## src/rtl/incadc_pkg.sv

```systemverilog
package incadc_pkg;

  typedef enum logic [1:0] {
    ST_IDLE   = 2'd0,
    ST_INTEG  = 2'd1,
    ST_FINISH = 2'd2
  } seq_state_e;

  // Resolution code to number of result bits.
  function automatic logic [3:0] res_bits(input logic [1:0] code);
    case (code)
      2'd0:    res_bits = 4'd8;
      2'd1:    res_bits = 4'd9;
      default: res_bits = 4'd10;
    endcase
  endfunction

endpackage

```

## src/rtl/incadc_clkdiv.sv

```systemverilog
module incadc_clkdiv #(
  parameter int DIV0 = 6,
  parameter int DIV1 = 12,
  parameter int DIV2 = 36
) (
  input  logic       clk,
  input  logic       rst_n,
  input  logic       restart,
  input  logic [1:0] div_sel,
  output logic       tick
);
  localparam int DMAX01 = (DIV0 > DIV1) ? DIV0 : DIV1;
  localparam int DMAX   = (DMAX01 > DIV2) ? DMAX01 : DIV2;
  localparam int DIV_W  = (DMAX > 2) ? $clog2(DMAX) : 1;

  logic [DIV_W-1:0] cnt_q, cnt_d, lim;

  always_comb begin
    case (div_sel)
      2'd0:    lim = DIV_W'(DIV0 - 1);
      2'd1:    lim = DIV_W'(DIV1 - 1);
      default: lim = DIV_W'(DIV2 - 1);
    endcase
  end

  assign tick = (cnt_q == lim);

  always_comb begin
    if (restart || tick) cnt_d = '0;
    else                 cnt_d = cnt_q + 1'b1;
  end

  always_ff @(posedge clk or negedge rst_n) begin
    if (!rst_n) cnt_q <= '0;
    else        cnt_q <= cnt_d;
  end

  // Phase counter stays inside the selected period.
  assert_div_bound_R6: assert property (@(posedge clk) disable iff (!rst_n)
    cnt_q <= lim);

endmodule

```

## src/rtl/incadc_win_timer.sv

```systemverilog
module incadc_win_timer #(
  parameter int TMR_W = 16
) (
  input  logic       clk,
  input  logic       rst_n,
  input  logic       clear,
  input  logic       step,
  input  logic [3:0] nbits,
  output logic       last
);
  logic [TMR_W-1:0] cnt_q, cnt_d, lim;

  assign lim  = TMR_W'((32'd1 << nbits) - 32'd1);
  assign last = step && (cnt_q == lim);

  always_comb begin
    if (clear || last) cnt_d = '0;
    else if (step)     cnt_d = cnt_q + 1'b1;
    else               cnt_d = cnt_q;
  end

  always_ff @(posedge clk or negedge rst_n) begin
    if (!rst_n) cnt_q <= '0;
    else        cnt_q <= cnt_d;
  end

  // Window position never runs past 2^N-1.
  assert_win_bound_R2: assert property (@(posedge clk) disable iff (!rst_n)
    cnt_q <= lim);

endmodule

```

## src/rtl/incadc_trip_cnt.sv

```systemverilog
module incadc_trip_cnt #(
  parameter int CNT_W = 16
) (
  input  logic             clk,
  input  logic             rst_n,
  input  logic             en,
  output logic [CNT_W-1:0] cnt
);
  logic [CNT_W-1:0] cnt_q, cnt_d;

  always_comb cnt_d = en ? cnt_q + 1'b1 : cnt_q;

  always_ff @(posedge clk or negedge rst_n) begin
    if (!rst_n) cnt_q <= '0;
    else        cnt_q <= cnt_d;
  end

  assign cnt = cnt_q;

  assert_trip_inc_R3: assert property (@(posedge clk) disable iff (!rst_n)
    en |=> cnt_q == CNT_W'($past(cnt_q) + 1'b1));
  assert_trip_hold_R3: assert property (@(posedge clk) disable iff (!rst_n)
    !en |=> $stable(cnt_q));

endmodule

```

## src/rtl/incadc_seq.sv

```systemverilog
module incadc_seq
  import incadc_pkg::*;
#(
  parameter int CNT_W    = 16,
  parameter int TMR_W    = 16,
  parameter int DIV_FAST = 6,
  parameter int DIV_MID  = 12,
  parameter int DIV_SLOW = 36
) (
  input  logic             clk,
  input  logic             rst_n,
  input  logic             start,
  input  logic [1:0]       res_sel,
  input  logic [1:0]       div_sel,
  input  logic             signed_mode,
  input  logic             src_in,
  input  logic             comp_in,
  input  logic             rd,
  output logic             int_rst,
  output logic             ref_sub,
  output logic             src_sel,
  output logic             busy,
  output logic             data_valid,
  output logic [CNT_W-1:0] result
);
  // Reset: asserted asynchronously, released on a clock edge.
  logic [1:0] rsync_q;
  logic       rst_int_n;

  always_ff @(posedge clk or negedge rst_n) begin
    if (!rst_n) rsync_q <= 2'b00;
    else        rsync_q <= {rsync_q[0], 1'b1};
  end
  assign rst_int_n = rsync_q[1];

  seq_state_e       st_q, st_d;
  logic [1:0]       res_q, res_d, div_q, div_d;
  logic             sgn_q, sgn_d, src_q, src_d;
  logic             ref_q, ref_d, dv_q, dv_d;
  logic [CNT_W-1:0] snap_q, snap_d, res_val_q, res_val_d;

  logic             accept, tick, last, fin, win_step, cnt_en;
  logic [CNT_W-1:0] trip;
  logic [3:0]       nb;
  logic [CNT_W-1:0] fs_lim, half, diff, sat;

  assign accept   = (st_q == ST_IDLE) && start;
  assign win_step = (st_q == ST_INTEG) && tick;
  assign fin      = (st_q == ST_FINISH) && tick;
  // A tick on the accepting edge belongs to no window.
  assign cnt_en   = tick && comp_in && !accept;

  incadc_clkdiv #(
    .DIV0(DIV_FAST), .DIV1(DIV_MID), .DIV2(DIV_SLOW)
  ) u_div (
    .clk(clk), .rst_n(rst_int_n), .restart(accept),
    .div_sel(div_q), .tick(tick)
  );

  incadc_win_timer #(.TMR_W(TMR_W)) u_tmr (
    .clk(clk), .rst_n(rst_int_n), .clear(accept),
    .step(win_step), .nbits(nb), .last(last)
  );

  incadc_trip_cnt #(.CNT_W(CNT_W)) u_trip (
    .clk(clk), .rst_n(rst_int_n), .en(cnt_en), .cnt(trip)
  );

  // Result arithmetic.
  always_comb begin
    nb     = res_bits(res_q);
    fs_lim = CNT_W'((32'd1 << nb) - 32'd1);
    half   = CNT_W'(32'd1 << (nb - 4'd1));
    diff   = trip - snap_q;
    sat    = (diff > fs_lim) ? fs_lim : diff;
  end

  // Next-state logic.
  always_comb begin
    st_d      = st_q;
    res_d     = res_q;
    div_d     = div_q;
    sgn_d     = sgn_q;
    src_d     = src_q;
    snap_d    = snap_q;
    res_val_d = res_val_q;
    ref_d     = 1'b0;
    dv_d      = dv_q;

    case (st_q)
      ST_IDLE: begin
        if (accept) begin
          st_d   = ST_INTEG;
          res_d  = res_sel;
          div_d  = div_sel;
          sgn_d  = signed_mode;
          src_d  = src_in;
          snap_d = trip;
        end
      end
      ST_INTEG: begin
        if (win_step && !last) ref_d = comp_in;
        else if (!win_step)    ref_d = ref_q;
        if (last) st_d = ST_FINISH;
      end
      ST_FINISH: begin
        if (tick) begin
          st_d      = ST_IDLE;
          res_val_d = sgn_q ? (sat - half) : sat;
        end
      end
      default: st_d = ST_IDLE;
    endcase

    if (fin)     dv_d = 1'b1;
    else if (rd) dv_d = 1'b0;
  end

  // Registers.
  always_ff @(posedge clk or negedge rst_int_n) begin
    if (!rst_int_n) begin
      st_q      <= ST_IDLE;
      res_q     <= 2'd0;
      div_q     <= 2'd0;
      sgn_q     <= 1'b0;
      src_q     <= 1'b0;
      snap_q    <= '0;
      res_val_q <= '0;
      ref_q     <= 1'b0;
      dv_q      <= 1'b0;
    end else begin
      st_q      <= st_d;
      res_q     <= res_d;
      div_q     <= div_d;
      sgn_q     <= sgn_d;
      src_q     <= src_d;
      snap_q    <= snap_d;
      res_val_q <= res_val_d;
      ref_q     <= ref_d;
      dv_q      <= dv_d;
    end
  end

  assign int_rst    = (st_q != ST_INTEG);
  assign ref_sub    = ref_q;
  assign src_sel    = src_q;
  assign busy       = (st_q != ST_IDLE);
  assign data_valid = dv_q;
  assign result     = res_val_q;

  assert_finish_quiet_R4: assert property (@(posedge clk) disable iff (!rst_int_n)
    (st_q == ST_FINISH) |-> (int_rst && !ref_sub));
  assert_post_result_R4: assert property (@(posedge clk) disable iff (!rst_int_n)
    fin |=> (data_valid && !busy));
  assert_ref_follow_R5: assert property (@(posedge clk) disable iff (!rst_int_n)
    (win_step && !last) |=> (ref_sub == $past(comp_in)));
  assert_uns_range_R7: assert property (@(posedge clk) disable iff (!rst_int_n)
    (fin && !sgn_q) |=> (result <= $past(fs_lim)));
  assert_read_clear_R8: assert property (@(posedge clk) disable iff (!rst_int_n)
    (rd && !fin) |=> !data_valid);
  assert_cfg_hold_R10: assert property (@(posedge clk) disable iff (!rst_int_n)
    busy |=> ($stable(res_q) && $stable(div_q) && $stable(sgn_q) && $stable(src_q)));

endmodule

```

## config.mk

```make
export PLATFORM = sky130hd
export DESIGN_NAME = incadc_seq
export DESIGN_NICKNAME = d
export VERILOG_FILES = /design/src/rtl/incadc_pkg.sv /design/src/rtl/incadc_clkdiv.sv /design/src/rtl/incadc_win_timer.sv /design/src/rtl/incadc_trip_cnt.sv /design/src/rtl/incadc_seq.sv
export SDC_FILE = /design/constraint.sdc
export NUM_CORES = 1
export LEC_CHECK = 0
export ABC_AREA = 1
export CORE_UTILIZATION = 55
export DETAILED_ROUTE_END_ITERATION = 10
export PLACE_DENSITY = 0.72
export RECOVER_POWER = 100
export SLEW_MARGIN = 20
export SYNTH_ARGS = -nofsm -noshare
export SYNTH_HDL_FRONTEND = slang
export SYNTH_HIERARCHICAL = 1
export SYNTH_SLANG_ARGS = --single-unit
```

## constraint.sdc

```tcl
create_clock -name clk -period 2.7 [get_ports clk]
set_input_delay 0.27 -clock clk [delete_from_list [all_inputs] [get_ports clk]]
set_output_delay 0.27 -clock clk [all_outputs]
set_load 0.03 [all_outputs]
```

==> results.ini, run 1 <==
[setup_path]
crit_path_end_kind=register
critPathRequiredTime_ns=3.00
worstPathArrival_ns=4.99
worstSetupPathType=reg2reg
crit_buf_inv=2
path_common_cell=nand2_2
critical-path-max-stage-delay_ns=0.43
crit_family=simple AND/OR/NAND/NOR gates
critical_path_peak_fanout=5
cp-start-kind=register
slowest_stage=dfrtp_1

[yosys]
ys_types=46
ys_top_cells_by_area=dfrtp_1 33%, nand2_1 15%, ha_1 7.5%
avgSynthCellArea_sq_um=6.99
synth_compound_area_frac=0.0870
synth_top_flop_cell=dfrtp_1
synth_area_sq_mm=0.00616
synthAdderAreaFrac=0.0785
yosys.area_share.simple=0.357
synth_warnings=6
async_flop_share=1.00
synth_top_area_share=0.333
yosys_register_bits=82
synth_xor_xnor_area_share=0.0467
synth_cells=881
synth_top_family_by_area=simple AND/OR/NAND/NOR gates
synth_edf_count=0
synth_area_leader_cell=dfrtp_1
synth_mux_area_frac=0.00163
seq_area_frac_synth=0.333

[clock_tree]
htreeDepth=3
postCtsHoldBufs=0
cts_root_buffer=clkbuf_8
clock_tree.buffer_depth=2
clk_latency_ns=0.37
clk_pin_slew_ns=0.09
cts_made_buffers=9
cts_tree=yes
cts_num_sinks=82

[die]
fp.dieW_um=108
dieArea_sq_mm=0.0116
start_util=0.565
rows=38
dieHeight_um=108
core_area_sq_mm=0.0109
io_pins=32

[run_status]
failed_checks=negative setup slack
status=finished with violations

[power_and_ir_drop]
power_density_mw_per_mm2=1350
power_leakage_uw=0.00435
swShare=0.458
seqPwrFrac=0.146
power.internal_uw=6190
clockPowerShare=0.091
pwr-share-comb=0.762
power.switching_uw=5230
peakVddDrop_uv=1110

[route]
drt-wirelength-per-cell_um=14.7
firstDrtPassIters=5
wl_mm=17.8
vias_per_cell=5.33
via_count=6450
ant_nets=0
drtIter0Drc=388
drc=0

[grt]
grt_max_degree=76
grt_pass1_vias=6174
antenna_found_initial=0
grt.total_usage=0.299
overflow=0
grt_pass1_wl_mm=27.3

[sta]
fin_skew_ns=0.0110
grt_setup_unrepaired=true
worst_slack_ns=-1.99
tightest_slew_ns=1.41
final_hold_viol_count=0
fmax_mhz=213
period_minus_slack_ns=4.69
setup_violations=16
fin_hold_ws_ns=0.128
min_period_over_period=1.74
max-slew-margin-rel=0.0592
drv_slew=0

[finish]
final_cell_mix=230 x nand2_1, 119 x buf_4, 113 x inv_1, 81 x nor2_1, 80 x dfrtp_1
area_growth_syn_to_layout_pct=37.5
layout_commonest_cell=nand2_1
antenna_cells=0
drive_above_1_share=0.281
layout.nets=1114

[placed_design]
post-place-ws_ns=-1.88
hpwl_mm=11.8
place_congestion=0.926
io_buffers=31

[job]
maxCapViolCount=0

[hold_path]
hold_class=in2async

registers in the layout, indices dropped and copies added (netlist names):
signal       count
u_trip/cnt      16
sgn_q            1
data_valid       1
result          16
st_q             2
u_div/cnt_q      6
ref_sub          1
res_q            2
snap_q          16
src_sel          1
div_q            2
u_tmr/cnt_q     16
rsync_q          2
final timing paths:
check / to / cells past startpoint / start / slack, ns
max in group asynchronous: u_div/cnt_q[2]$_DFF_PN0_ / 1 / rsync_q[1]$_DFF_PN0_ / 0.42
max: result[11]$_DFFE_PN0P_ / 33 / snap_q[0]$_DFFE_PN0P_ / -1.99
min in group clk: rsync_q[1]$_DFF_PN0_ / 0 / rsync_q[0]$_DFF_PN0_ / 0.37
min: rsync_q[1]$_DFF_PN0_ / 1 / rst_n / 0.13
min reg2reg: u_tmr/cnt_q[9]$_DFFE_PN0P_ / 0 / rsync_q[1]$_DFF_PN0_ / 0.34
max reg2reg: result[11]$_DFFE_PN0P_ / 33 / snap_q[0]$_DFFE_PN0P_ / -1.99
repair_timing:
item,CTS,global route
pin swaps,62,42
setup endpoints to repair,16,35
gates cloned,1,0
endpoints found under the hold margin,0,0
setup buffers,23,8
resized for setup,82,30
cells by family after synthesis:
group                    count (synthesis)
adder cells (fa/ha/maj)                 38
multiplexers                             1
flip-flops                              82
other                                    2
XOR/XNOR                                32
AO/OA/AOI/OAI                           98
AND/OR/NAND/NOR                        483
buffers and inverters                  145
cell usage after synthesis (5+ instances only):
cell type and instances:
a21oi_1 29, clkbuf_1 8, dfrtp_1 82, ha_1 37
inv_1 119, inv_2 9, nand2_1 251, nand2_2 13
nand3_1 62, nand3_2 16, nand3b_1 5, nand4_1 11
nor2_1 90, nor2_2 14, nor3_1 7, o21ai_0 45
o21ai_1 7, xnor2_1 16, xor2_1 15
per-stage QoR:
stage | instances | power [uW] | utilization | TNS [ns] | cell area, sq um
2_1_floorplan | 900 | 5250 | - | -12.90 | 6380
3_3_place_gp | 1161 | 7420 | 0.694 | -19.08 | 7560
3_5_place_dp | 1161 | 7620 | 0.694 | -22.67 | 7560
4_1_cts | 1201 | 10300 | 0.763 | -19.64 | 8300
5_1_grt | 1210 | 12100 | 0.778 | -30.96 | 8470
6_report | 1210 | 11400 | 0.778 | -26.61 | 8470
power by group through the flow:
stage               Clock, uW  Sequential [uW]  Combinational (uW)
floorplan                   0             1750                3500
global placement            0             1680                5740
detailed placement          0             1700                5930
CTS                      1060             1680                7540
global route             1100             1700                9260
finish                   1040             1670                8710
routing by layer:
| metal | global-route usage | vias to the layer above | wire [um] |
|---|---|---|---|
| met2 | 0.535 | 185 | 8990 |
| met1 | 0.340 | 3058 | 7220 |
| li1 | - | 3130 | - |
| met4 | 0.154 | 0 | 840 |
| met3 | 0.0490 | 77 | 749 |
| met5 | 0 | - | 0 |
area by class of cell:
type / instances / area, sq um
clock inverter: 6 / 95.1
multi-input combinational: 674 / 4130
timing repair buffer: 169 / 1380
inverter: 129 / 494
clock buffer: 10 / 138
tap: 140 / 175
sequential: 82 / 2050
fill: 757 / 2420
Note: power is estimated with default switching activity, not from simulation.
==> run 2: changes to the inputs <==
--- a/config.mk
+++ b/config.mk
@@ -8,6 +8,7 @@
 export ABC_AREA = 1
 export CORE_UTILIZATION = 55
 export DETAILED_ROUTE_END_ITERATION = 10
+export GPL_ROUTABILITY_DRIVEN = 0
 export PLACE_DENSITY = 0.72
 export RECOVER_POWER = 100
 export SLEW_MARGIN = 20
==> results.ini, run 2 (synthesis results as in run 1) <==
[setup_path]
ff2ff_path_depth=29
critical-path-max-stage-delay_ns=0.40
cp-start-kind=register
critPathRequiredTime_ns=3.04
r2r_end=result[12]$_DFFE_PN0P_
crit_path_end_kind=register
critical_path_peak_fanout=4
slowest_stage=dfrtp_1
timing.rr.start=u_trip/cnt[8]$_DFFE_PN0P_
path_common_cell=nand2_1
worstPathArrival_ns=5.13
rrSetupSlack_ns=-2.10
worstSetupPathType=reg2reg

[run_status]
status=finished with violations
failed_checks=negative setup slack

[route]
drc=0
drtIter0Drc=669
wl_mm=21.7
vias_per_cell=5.71
firstDrtPassIters=5
drt-wirelength-per-cell_um=17.4
via_count=7106
ant_nets=0

[clock_tree]
clock_tree.buffer_depth=2
clk_pin_slew_ns=0.09
cts_root_buffer=clkbuf_8
cts_tree=yes
cts_made_buffers=9
clk_latency_ns=0.40
htreeDepth=3
cts_num_sinks=82
postCtsHoldBufs=0

[power_and_ir_drop]
power_leakage_uw=0.00449
seqPwrFrac=0.138
peakVddDrop_uv=1260
power.switching_uw=5800
clockPowerShare=0.072
total_power_uw=12200
swShare=0.477
pwr-share-comb=0.791
power_density_mw_per_mm2=1400
power.internal_uw=6370

[sta]
fin_skew_ns=0.0181
period_minus_slack_ns=4.80
grt_setup_unrepaired=true
setup_violations=16
drv_slew=0
fmax_mhz=208
max-slew-margin-rel=0.131
worst_slack_ns=-2.10
min_period_over_period=1.78
final_hold_viol_count=0
tightest_slew_ns=1.30

[die]
rows=38
fp.dieW_um=108
io_pins=32
start_util=0.565
dieHeight_um=108
dieArea_sq_mm=0.0116
core_area_sq_mm=0.0109

[placed_design]
hpwl_mm=11.8
post-place-ws_ns=-1.80
io_buffers=31

[finish]
final_cell_mix=230 x nand2_1, 150 x buf_4, 111 x inv_1, 82 x nor2_1, 80 x dfrtp_1
layout.nets=1149
fillerInstances=712
antenna_cells=0
layout_commonest_cell=nand2_1
drive_above_1_share=0.308
fin_util=0.801
area_growth_syn_to_layout_pct=41.6

[grt]
grt_pass1_vias=6752
met3_usage=0.0472
met2_usage=0.599
grt.total_usage=0.338
grt_max_degree=40
antenna_found_initial=0
busiest_layer=met2
met1_usage=0.377
overflow=0
grt_pass1_wl_mm=30.5

[job]
maxCapViolCount=0

[hold_path]
hold_class=in2async

[run 2: cell types whose count changed in the layout (fill, tap and decap cells not counted), sizes merged]
| cell | before | now |
|---|---|---|
| buf | 132 | 168 |
| bufinv | 2 | 0 |
| clkinv | 2 | 4 |
| inv | 131 | 129 |
| clkbuf | 16 | 17 |
[run 2: critical path, delay by kind of cell, from the launching register on]
kind,cells,cell delay (ns)
AOI/OAI and AO/OA,4,0.92
and+or+nand+nor,17,1.78
adders and majority gates,3,0.96
buffers and inverters,5,0.64
DFF,1,0.40
[run 2: power by group through the flow]
stage / combinational [uW] / clock [uW] / sequential [uW]
after floorplan: 3500 / 0 / 1750
after global placement: 5780 / 0 / 1670
after detailed placement: 5960 / 0 / 1680
after CTS: 7920 / 857 / 1670
after global routing: 10100 / 922 / 1710
final: 9620 / 872 / 1680
[run 2: how the worst max path moves through the flow]
| stage | start | end | slack (ns) | cells past startpoint |
|---|---|---|---|---|
| floorplan | u_trip/cnt[2]$_DFFE_PN0P_ | result[15]$_DFFE_PN0P_ | -1.38 | 31 |
| global placement | u_trip/cnt[0]$_DFFE_PN0P_ | result[11]$_DFFE_PN0P_ | -1.63 | 34 |
| detailed placement | u_trip/cnt[0]$_DFFE_PN0P_ | result[11]$_DFFE_PN0P_ | -1.80 | 34 |
| CTS | u_trip/cnt[2]$_DFFE_PN0P_ | result[15]$_DFFE_PN0P_ | -1.58 | 33 |
| global route | snap_q[8]$_DFFE_PN0P_ | result[12]$_DFFE_PN0P_ | -2.35 | 30 |
| finish | u_trip/cnt[8]$_DFFE_PN0P_ | result[12]$_DFFE_PN0P_ | -2.10 | 29 |
[run 2: stage by stage]
step                hold slack, ns  setup TNS, ns  instance area [sq um]  instances
finish                       0.110         -29.32                   8720       1245
global placement             0.277         -19.25                   7600       1166
detailed placement           0.285         -21.76                   7600       1166
global route                 0.103         -35.22                   8720       1245
floorplan                  -0.0256         -12.90                   6380        900
CTS                         0.0401         -21.18                   8500       1234
[run 2: final cells by class]
class | count | area [sq um] | area share
well taps | 140 | 175 | 0.0201
clock inverters | 4 | 35.0 | 0.00402
flip-flops and latches | 82 | 2050 | 0.236
multi-input cells | 674 | 4140 | 0.475
clock buffers | 12 | 145 | 0.0167
inverters | 129 | 489 | 0.0561
repair buffers | 204 | 1680 | 0.193
[run 2: repair_timing]
action | CTS | global route
cloned | 1 | 0
resized for setup | 83 | 38
pin swaps | 66 | 49
setup buffers | 54 | 12
setup endpoints to repair | 16 | 35
endpoints found under the hold margin | 0 | 0
[run 2: layer usage]
| layer | share of wire | vias up |
|---|---|---|
| met3 | 0.079 | 163 |
| met5 | 0 | - |
| met2 | 0.48 | 419 |
| met1 | 0.37 | 3317 |
| li1 | - | 3207 |
| met4 | 0.067 | 0 |
==> run 3: changes to the inputs <==
--- a/config.mk
+++ b/config.mk
@@ -9,7 +9,7 @@
 export CORE_UTILIZATION = 55
 export DETAILED_ROUTE_END_ITERATION = 10
 export GPL_ROUTABILITY_DRIVEN = 0
-export PLACE_DENSITY = 0.72
+export PLACE_DENSITY = 0.7
 export RECOVER_POWER = 100
 export SLEW_MARGIN = 20
 export SYNTH_ARGS = -nofsm -noshare
==> results.ini, run 3 (synthesis results as in run 1) <==
[sta]
setup_violations=16
fmax_mhz=223
tightest_slew_ns=1.74
grt_setup_unrepaired=true
final_hold_viol_count=0
worst_slack_ns=-1.78
max-slew-margin-rel=-0.158
fin_skew_ns=0.0131
drv_slew=45
min_period_over_period=1.66
period_minus_slack_ns=4.48

[finish]
layout.nets=1109
final_area_sq_mm=0.00835
instances_no_fill=1205
drive_above_1_share=0.279
antenna_cells=0
final_cell_mix=235 x nand2_1, 123 x buf_4, 113 x inv_1, 80 x nor2_1, 80 x dfrtp_1
layout_commonest_cell=nand2_1
fin_util=0.767
area_growth_syn_to_layout_pct=35.6

[job]
maxCapViolCount=1

[clock_tree]
postCtsHoldBufs=0
clock_tree.buffer_depth=2
htreeDepth=3
cts_made_buffers=9
clk_latency_ns=0.38
cts_num_sinks=82
cts_root_buffer=clkbuf_8
clk_pin_slew_ns=0.09
cts_tree=yes

[die]
start_util=0.565
dieArea_sq_mm=0.0116
fp.dieW_um=108
io_pins=32
rows=38
dieHeight_um=108
core_area_sq_mm=0.0109

[setup_path]
critPathRequiredTime_ns=2.98
critical_path_peak_fanout=8
r2r_end=result[15]$_DFFE_PN0P_
slowest_stage=dfrtp_1
cp-start-kind=register
worstSetupPathType=reg2reg
path_common_cell=nand2_1
rrSetupSlack_ns=-1.78
timing.rr.start=snap_q[2]$_DFFE_PN0P_
critical-path-max-stage-delay_ns=0.36
ff2ff_path_depth=33
crit_path_end_kind=register
worstPathArrival_ns=4.75
cp-startpoint=snap_q[2]$_DFFE_PN0P_

[route]
wl_mm=16.6
firstDrtPassIters=8
drtIter0Drc=487
drt-wirelength-per-cell_um=13.8
drc=0
via_count=6236
ant_nets=0
vias_per_cell=5.18

[grt]
antenna_found_initial=0
grt_pass1_vias=6085
grt_max_degree=45
overflow=0
grt.total_usage=0.293
grt_pass1_wl_mm=26.7

[placed_design]
post-place-ws_ns=-1.85
dp.cells=1167
io_buffers=31
placedInstanceArea_sq_mm=0.00762
hpwl_mm=11.8

[power_and_ir_drop]
total_power_uw=10500
power_density_mw_per_mm2=1260
power_leakage_uw=0.00429
peakVddDrop_uv=966

[run_status]
status=finished with violations
failed_checks=max-capacitance violations, max-slew violations, negative setup slack

[hold_path]
hold_class=in2async

==> run 3: changes by cell type in the layout (fill, tap and decap cells not counted), sizes merged <==
cell,before,now
buf,168,130
bufinv,0,1
clkbuf,17,14
clkdlybuf4s50,9,30
clkinv,4,3
dlygate4sd3,22,1
inv,129,131
nand2,269,268
==> run 3: area by class of cell <==
cell class                      count  area [sq um]
Fill cell                         797          2540
Timing Repair Buffer              165          1330
Multi-Input combinational cell    673          4090
Sequential cell                    82          2050
Tap cell                          140           175
Clock inverter                      6          72.6
Clock buffer                       10           138
Inverter                          129           489
==> run 3: repair_timing <==
action | 4_1_cts | 5_1_grt
endpoints found under the hold margin | 0 | 0
gates resized for setup | 55 | 44
setup buffers | 18 | 9
endpoints found under the setup margin | 16 | 35
pin swaps | 27 | 55
==> run 3: where the power goes <==
group,internal [uW],switching [uW]
clock network,466,503
logic,3840,4070
registers,1460,212
total,5760,4780
==> run 3: how the worst max path moves through the flow <==
| stage | end | slack (ns) | depth (start not counted) |
|---|---|---|---|
| 6_report | result[15]$_DFFE_PN0P_ | -1.78 | 33 |
| 5_1_grt | result[15]$_DFFE_PN0P_ | -2.08 | 34 |
| 4_1_cts | result[15]$_DFFE_PN0P_ | -1.59 | 37 |
| 3_5_place_dp | result[11]$_DFFE_PN0P_ | -1.85 | 34 |
| 3_3_place_gp | result[11]$_DFFE_PN0P_ | -1.63 | 34 |
| 2_1_floorplan | result[15]$_DFFE_PN0P_ | -1.38 | 31 |
==> run 3: per-layer routing <==
layer  vias to the layer above  part of all wire  track usage
met4                         0             0.032        0.134
met1                      2895              0.42        0.338
li1                       3127                 -            -
met5                         -                 0            0
met2                       168              0.51        0.535
met3                        46             0.039       0.0400
==> run 3: through the flow <==
step	hold slack [ns]	setup TNS [ns]
after floorplan	-0.0256	-12.90
after global placement	0.337	-19.79
after detailed placement	0.343	-22.99
after CTS	0.0259	-21.25
after global routing	0.102	-26.98
final	0.103	-22.89
==> run 3: critical path, delay by kind of cell, from the launching register on <==
family          cells  cell delay (ns)
buf+inv             1             0.11
xor+xnor            1             0.16
simple gates       23             2.19
compound gates      5             0.71
flops               1             0.36
fa+ha+maj           3             0.83
